$ cat config.mk
export PLATFORM = sky130hd
export DESIGN_NAME = spi_desc_master
export DESIGN_NICKNAME = d
export VERILOG_FILES = /design/src/rtl/spi_desc_pkg.sv /design/src/rtl/spi_word_fifo.sv /design/src/rtl/spi_bit_engine.sv /design/src/rtl/spi_desc_master.sv
export SDC_FILE = /design/constraint.sdc
export NUM_CORES = 1
export LEC_CHECK = 0
export BUFFER_PORTS_ARGS = -buffer_cell sky130_fd_sc_hd__buf_4
export CAP_MARGIN = 40
export CELL_PAD_IN_SITES_DETAIL_PLACEMENT = 0
export CELL_PAD_IN_SITES_GLOBAL_PLACEMENT = 2
export CORE_UTILIZATION = 40
export CTS_CLUSTER_DIAMETER = 100
export DETAILED_ROUTE_END_ITERATION = 12
export HOLD_SLACK_MARGIN = 0.15
export PLACE_DENSITY = 0.73
export SLEW_MARGIN = 20
export SYNTH_ARGS = -nofsm -noshare
export SYNTH_HDL_FRONTEND = slang
export SYNTH_SLANG_ARGS = --single-unit
export TNS_END_PERCENT = 5
$ cat constraint.sdc
create_clock -name clk -period 3.15 [get_ports clk]
set_input_delay 0.1575 -clock clk [delete_from_list [all_inputs] [get_ports clk]]
set_output_delay 0.1575 -clock clk [all_outputs]
set_load 0.05 [all_outputs]
$ cat src/rtl/spi_desc_pkg.sv
// Shared types and descriptor field decode for the descriptor-queued SPI master.
// Assumes a 32-bit descriptor word with the field positions listed in the brief.
package spi_desc_pkg;

    localparam int WORD_W  = 32;
    localparam int LEN_W   = 6;
    localparam int DIV_W   = 8;
    localparam int CSI_W   = 2;
    localparam int NCS     = 1 << CSI_W;
    localparam int MAX_LEN = WORD_W;

    typedef struct packed {
        logic             hold;
        logic             cpha;
        logic             cpol;
        logic [CSI_W-1:0] csi;
        logic [DIV_W-1:0] div;
        logic [LEN_W-1:0] len_m1;
    } desc_t;

    typedef enum logic {
        CTL_IDLE = 1'b0,
        CTL_RUN  = 1'b1
    } ctl_state_t;

    // Unpack a raw descriptor word into its fields.
    function automatic desc_t desc_decode(input logic [WORD_W-1:0] w);
        desc_t d;
        d.len_m1 = w[5:0];
        d.csi    = w[9:8];
        d.cpol   = w[12];
        d.cpha   = w[13];
        d.div    = w[23:16];
        d.hold   = w[30];
        return d;
    endfunction

endpackage

$ cat src/rtl/spi_word_fifo.sv
// Show-ahead synchronous FIFO for word queues.
// A push into a full FIFO and a pop from an empty one are both ignored.
// DEPTH must be a power of two.
module spi_word_fifo #(
    parameter int W     = 32,
    parameter int DEPTH = 4
) (
    input  logic         clk,
    input  logic         rst_n,
    input  logic         push,
    input  logic [W-1:0] wdata,
    output logic         full,
    input  logic         pop,
    output logic [W-1:0] rdata,
    output logic         empty
);
    localparam int PTR_W = $clog2(DEPTH);

    logic [W-1:0]   mem [DEPTH];
    logic [PTR_W:0] wr_ptr, rd_ptr;
    logic           do_push, do_pop;

    assign empty   = (wr_ptr == rd_ptr);
    assign full    = (wr_ptr[PTR_W] != rd_ptr[PTR_W]) &&
                     (wr_ptr[PTR_W-1:0] == rd_ptr[PTR_W-1:0]);
    assign do_push = push && !full;
    assign do_pop  = pop && !empty;
    assign rdata   = mem[rd_ptr[PTR_W-1:0]];

    // Advance the pointers on accepted pushes and pops.
    always_ff @(posedge clk) begin
        if (!rst_n) begin
            wr_ptr <= '0;
            rd_ptr <= '0;
        end else begin
            if (do_push) wr_ptr <= wr_ptr + 1'b1;
            if (do_pop)  rd_ptr <= rd_ptr + 1'b1;
        end
    end

    // Store accepted data; the storage needs no reset.
    always_ff @(posedge clk) begin
        if (do_push) mem[wr_ptr[PTR_W-1:0]] <= wdata;
    end

endmodule

$ cat src/rtl/spi_bit_engine.sv
// Shifts one descriptor's worth of bits on SCLK/MOSI/MISO.
// A start pulse loads the mode, the divider and the transmit word.
// The engine then runs one half period of setup, 2n clock edges and one half period of tail,
// and pulses done. The transmit word is sent MSB first from bit n-1.
// MOSI changes on trailing edges.
// MISO is sampled on the leading edge (phase 0) or on the trailing edge (phase 1).
// Assumes len_m1 < WORD_W at start.
module spi_bit_engine #(
    parameter int WORD_W = 32,
    parameter int LEN_W  = 6,
    parameter int DIV_W  = 8
) (
    input  logic              clk,
    input  logic              rst_n,
    input  logic              start,
    input  logic [LEN_W-1:0]  len_m1,
    input  logic [DIV_W-1:0]  div,
    input  logic              cpol,
    input  logic              cpha,
    input  logic [WORD_W-1:0] tx_word,
    input  logic              miso,
    output logic              sclk,
    output logic              mosi,
    output logic              active,
    output logic              done,
    output logic [WORD_W-1:0] rx_word
);
    localparam int STEP_W = LEN_W + 2;

    logic              active_q, done_q, sclk_q, cpha_q;
    logic [DIV_W-1:0]  cnt, div_q;
    logic [STEP_W-1:0] step, last_step, step_nx;
    logic [WORD_W-1:0] tx_sh, rx_sh;
    logic [LEN_W-1:0]  sh_amt;
    logic              leading, sample_now;

    assign step_nx    = step + 1'b1;
    assign leading    = step_nx[0];
    assign sample_now = leading ^ cpha_q;
    assign sh_amt     = LEN_W'(WORD_W - 1) - len_m1;

    assign sclk    = sclk_q;
    assign mosi    = tx_sh[WORD_W-1];
    assign active  = active_q;
    assign done    = done_q;
    assign rx_word = rx_sh;

    // Half-period timer, edge sequencing and the two shift registers.
    always_ff @(posedge clk) begin
        if (!rst_n) begin
            active_q  <= 1'b0;
            done_q    <= 1'b0;
            sclk_q    <= 1'b0;
            cpha_q    <= 1'b0;
            cnt       <= '0;
            div_q     <= '0;
            step      <= '0;
            last_step <= '0;
            tx_sh     <= '0;
            rx_sh     <= '0;
        end else begin
            done_q <= 1'b0;
            if (start) begin
                active_q  <= 1'b1;
                cnt       <= div;
                div_q     <= div;
                step      <= '0;
                last_step <= (STEP_W'(len_m1) << 1) + STEP_W'(3);
                tx_sh     <= tx_word << sh_amt;
                rx_sh     <= '0;
                sclk_q    <= cpol;
                cpha_q    <= cpha;
            end else if (active_q) begin
                if (cnt != '0) begin
                    cnt <= cnt - 1'b1;
                end else begin
                    cnt  <= div_q;
                    step <= step_nx;
                    if (step_nx == last_step) begin
                        active_q <= 1'b0;
                        done_q   <= 1'b1;
                    end else begin
                        sclk_q <= ~sclk_q;
                        if (sample_now) rx_sh <= {rx_sh[WORD_W-2:0], miso};
                        if (!leading)   tx_sh <= tx_sh << 1;
                    end
                end
            end
        end
    end

endmodule

$ cat src/rtl/spi_desc_master.sv
// Descriptor-queued SPI master top.
// Three queues (descriptor, transmit, receive) feed a controller that rejects over-long
// descriptors and launches the bit engine. The controller also keeps chip-select asserted
// across descriptors whose hold flag is set.
// A descriptor starts only when a transmit word is queued and the receive queue has room,
// so no received word is ever dropped.
module spi_desc_master #(
    parameter int DESC_DEPTH = 4,
    parameter int TXQ_DEPTH  = 4,
    parameter int RXQ_DEPTH  = 4
) (
    input  logic        clk,
    input  logic        rst_n,
    input  logic        desc_push,
    input  logic [31:0] desc_word,
    output logic        desc_full,
    input  logic        tx_push,
    input  logic [31:0] tx_word,
    output logic        tx_full,
    input  logic        rx_pop,
    output logic [31:0] rx_word,
    output logic        rx_empty,
    output logic        len_err,
    output logic        busy,
    output logic        sclk,
    output logic        mosi,
    input  logic        miso,
    output logic [3:0]  cs_n
);
    import spi_desc_pkg::*;

    logic [WORD_W-1:0] dq_rdata, tq_rdata, eng_rx;
    logic              dq_empty, dq_pop, tq_empty, tq_pop, rq_full;
    logic              eng_active, eng_done, start;
    logic              bad_len, can_go, err_q, cs_on, hold_q;
    logic [CSI_W-1:0]  cs_sel;
    ctl_state_t        ctl_state;
    desc_t             cur;

    spi_word_fifo #(.W(WORD_W), .DEPTH(DESC_DEPTH)) u_desc_q (
        .clk(clk), .rst_n(rst_n), .push(desc_push), .wdata(desc_word), .full(desc_full),
        .pop(dq_pop), .rdata(dq_rdata), .empty(dq_empty)
    );

    spi_word_fifo #(.W(WORD_W), .DEPTH(TXQ_DEPTH)) u_tx_q (
        .clk(clk), .rst_n(rst_n), .push(tx_push), .wdata(tx_word), .full(tx_full),
        .pop(tq_pop), .rdata(tq_rdata), .empty(tq_empty)
    );

    spi_word_fifo #(.W(WORD_W), .DEPTH(RXQ_DEPTH)) u_rx_q (
        .clk(clk), .rst_n(rst_n), .push(eng_done), .wdata(eng_rx), .full(rq_full),
        .pop(rx_pop), .rdata(rx_word), .empty(rx_empty)
    );

    spi_bit_engine #(.WORD_W(WORD_W), .LEN_W(LEN_W), .DIV_W(DIV_W)) u_eng (
        .clk(clk), .rst_n(rst_n), .start(start), .len_m1(cur.len_m1), .div(cur.div),
        .cpol(cur.cpol), .cpha(cur.cpha), .tx_word(tq_rdata), .miso(miso),
        .sclk(sclk), .mosi(mosi), .active(eng_active), .done(eng_done), .rx_word(eng_rx)
    );

    // Decode the head descriptor and decide between reject, launch and wait.
    always_comb begin
        cur     = desc_decode(dq_rdata);
        bad_len = (ctl_state == CTL_IDLE) && !dq_empty && (int'(cur.len_m1) >= MAX_LEN);
        can_go  = (ctl_state == CTL_IDLE) && !dq_empty && !bad_len && !tq_empty && !rq_full;
        dq_pop  = bad_len || can_go;
        tq_pop  = can_go;
        start   = can_go;
    end

    // Controller state, chip-select ownership and the error pulse.
    always_ff @(posedge clk) begin
        if (!rst_n) begin
            ctl_state <= CTL_IDLE;
            err_q     <= 1'b0;
            cs_on     <= 1'b0;
            cs_sel    <= '0;
            hold_q    <= 1'b0;
        end else begin
            err_q <= bad_len;
            if (can_go) begin
                ctl_state <= CTL_RUN;
                cs_on     <= 1'b1;
                cs_sel    <= cur.csi;
                hold_q    <= cur.hold;
            end else if (ctl_state == CTL_RUN && eng_done) begin
                ctl_state <= CTL_IDLE;
                if (!hold_q) cs_on <= 1'b0;
            end
        end
    end

    // One active-low select line per chip-select index.
    for (genvar i = 0; i < NCS; i++) begin : g_cs
        assign cs_n[i] = !(cs_on && (cs_sel == CSI_W'(i)));
    end

    assign len_err = err_q;
    assign busy    = !dq_empty || (ctl_state == CTL_RUN) || cs_on;

endmodule

==> flow_metrics.env <==
export IMPL_gp_congestion=0.843
export IMPL_hold_depth=2
export IMPL_overflow=0
export IMPL_yosys_area_top_type="edfxtp_1"
export IMPL_min_from="desc_word[21]"
export IMPL_start_util_pct=40.7
export IMPL_grt_pass1_vias=11635
export IMPL_period_share_pct=95.9
export IMPL_synth_most_common_cell="edfxtp_1"
export IMPL_setup_slack_ns=0.128
export IMPL_slowest_stage="mux4_2"
export IMPL_r2r_cells=8
export IMPL_grt_antenna_before_repair=0
export IMPL_cts_setup_buffers=0
export IMPL_critPathMaxFanout=13
export IMPL_period_needed_ns=3.02
export IMPL_maxCapViolCount=0
export IMPL_cts_root_buf="clkbuf_16"
export IMPL_die_area_mm2=0.0495
export IMPL_async_flop_share_pct=0
export IMPL_place_ws_ns=0.190
export IMPL_ys_seq_area_share_pct=64.6
export IMPL_cts_tree="done"
export IMPL_cpPeakStageDelay_ns=0.59
export IMPL_ctsLongestPathBuffers=3
export IMPL_tightest_slew_ns=0.757
export IMPL_vias=11556
export IMPL_ys_top_cells_by_area="edfxtp_1 51%, dfxtp_1 13%, mux4_2 10%"
export IMPL_crit_family="compound AO/OA/AOI/OAI gates"
export IMPL_worst_path_stages=8
export IMPL_clk_pin_slew_ns=0.06
export IMPL_grt_use_total_pct=16.9
export IMPL_placementRows=80
export IMPL_fin_worst_skew_ns=0.0194
export IMPL_nNetsFinal=1619
export IMPL_htree_levels=2
export IMPL_wl_per_cell_um=18.9
export IMPL_io_buffers=99
export IMPL_syn_area_mm2=0.0195
export IMPL_chipHeight_um=223
export IMPL_cp_required_ns=3.67
export IMPL_finalMaxSlewViolations=0
export IMPL_ys_seq_elements=462
export IMPL_syn_to_final_growth_pct=19.5
export IMPL_clk_latency_ns=0.58
export IMPL_leakage_uw=0.00752
export IMPL_synth_area_per_cell_um2=14.6
export IMPL_hpwl_um=26100
export IMPL_diodes=0
export IMPL_critical_path_n_buffers_inverters=2
export IMPL_grt_setup_unrepaired="false"
export IMPL_ys_flop_type="edfxtp_1"
export IMPL_die_x_um=223
export IMPL_peakVddDrop_uv=449
export IMPL_layout_drive_gt1_share_pct=23.3
export IMPL_dr_pass1_iters=5
export IMPL_power_density_mw_per_mm2=749
export IMPL_remaining_drc_errors=0
export IMPL_synth_edf_count=332
export IMPL_synth_cell_types=72
export IMPL_critPathMostFrequentCell="buf_4"
export IMPL_critPathKind="reg -> reg"
export IMPL_io_pins=113
export IMPL_synth_cells=1334
export IMPL_grt_max_degree=59
export IMPL_cp_end_kind="flop"
export IMPL_crit_chain="buf_4 > mux4_2 > buf_4 > and2_1 > a211oi_1 > mux2i_1 > o221ai_1 > o2111a_1"
export IMPL_status="finished, final reports clean"
export IMPL_grt_pass1_wl_um=65400
export IMPL_drt_iter0_drc=733
export IMPL_synth_top_area_share_pct=51.2
export IMPL_core_area_mm2=0.0478
export IMPL_cts_made_buffers=48
export IMPL_crit_arrival_ns=3.55
export IMPL_avgViaCountPerCell=5.29
export IMPL_clock_sinks=462
export IMPL_setup_viol=0
export IMPL_tns_ns=0
export IMPL_slew_headroom_pct=49.4
export IMPL_crit_path_start_kind="flop"
export IMPL_routed_wl_um=41300
export IMPL_yosys_warnings=0
export IMPL_hp_class="in -> reg"
export IMPL_synthTopCellsByCount="332 x edfxtp_1, 130 x dfxtp_1, 121 x nor2_1"
export IMPL_syn_nets=1423
export IMPL_hold_viol=0
export IMPL_max_freq_ghz=0.331
export IMPL_postRouteAntennaNets=0
==> logic make-up after synthesis <==
logic type | count (synthesis) | synth area share [%]
buffers and inverters | 96 | 2.46
muxes | 177 | 14.9
and+or+nand+nor | 321 | 7.52
AOI/OAI and AO/OA | 224 | 7.71
xor gates and xnor gates | 35 | 1.57
DFF | 462 | 64.6
adders and majority gates | 19 | 1.22
==> cell type report <==
class | count | area [µm²]
Multi-Input combinational cell | 776 | 6420
Sequential cell | 462 | 12600
Timing Repair Buffer | 224 | 1920
Tap cell | 615 | 769
Fill cell | 4130 | 24600
Clock buffer | 56 | 1240
Inverter | 18 | 67.6
Clock inverter | 33 | 270
==> what timing repair did <==
item / 4_1_cts / 5_1_grt
resized for setup: 0 / 0
hold buffers: 56 / 0
hold endpoints to repair: 237 / 0
endpoints found under the setup margin: 0 / 0
==> worst paths after layout <==
kind | to | slack [ns]
worst max-delay path | u_eng.tx_sh[18] | 0.13
worst min-delay path | u_desc_q.mem[2][21] | 0.31
worst max register to register | u_eng.tx_sh[18] | 0.13
worst min register to register | u_eng.div_q[2] | 0.46
==> worst reg2reg max path, cell delays in order, from the launching register on <==
cell and delay (ns):
dfxtp_1 0.42, buf_4 0.23, mux4_2 0.59, buf_4 0.23, and2_1 0.32, a211oi_1 0.55
mux2i_1 0.16, o221ai_1 0.26, o2111a_1 0.21
==> per-stage QoR <==
stage	instances	hold WS (ns)	utilization, %	cell area, µm²	total power (µW)
after floorplan	1334	0.256	-	19500	10600
after global placement	2038	0.356	44.3	21200	12100
after detailed placement	2039	0.360	44.3	21200	12100
after CTS	2184	0.271	48.6	23300	17600
after global routing	2184	0.293	48.6	23300	18300
final	2184	0.315	48.6	23300	17400
==> where the power goes <==
part           internal (µW)  switching [µW]  total (µW)
clock                   3090            2350        5440
sequential              6890             212        7100
combinational           2040            2850        4890
==> metal layers <==
layer	routed length [µm]	global-route usage [%]	up-vias
met5	0	0	-
met4	832	5.07	0
met3	1580	2.57	60
met2	20100	28.0	210
met1	18800	23.0	5742
li1	-	-	5544
==> sequential cells by signal, indices dropped and copies added (netlist names), 2 cells and up, named ones only <==
register	count
u_eng.step	8
u_eng.cnt	8
u_rx_q.wr_ptr	3
u_desc_q.rd_ptr	3
u_desc_q.mem	76
u_tx_q.rd_ptr	3
u_rx_q.rd_ptr	3
u_eng.tx_sh	32
u_rx_q.mem	128
u_eng.rx_word	32
u_eng.last_step	8
cs_sel	2
u_desc_q.wr_ptr	3
u_eng.div_q	8
u_tx_q.mem	128
u_tx_q.wr_ptr	3
==> cells in the final DEF, fill, tap and decap left out, types with 18 or more instances in the layout <==
master	instances
mux2_2	18
mux4_2	87
nand3_1	23
dlygate4sd3_1	56
clkbuf_16	48
mux2i_1	66
a211oi_1	21
a21oi_1	60
a22oi_1	21
o21ai_0	33
dfxtp_1	128
nor2_1	121
ha_1	19
buf_4	160
xnor2_1	23
nand2_1	98
edfxtp_1	332
Note: power is estimated with default switching activity, not from simulation.
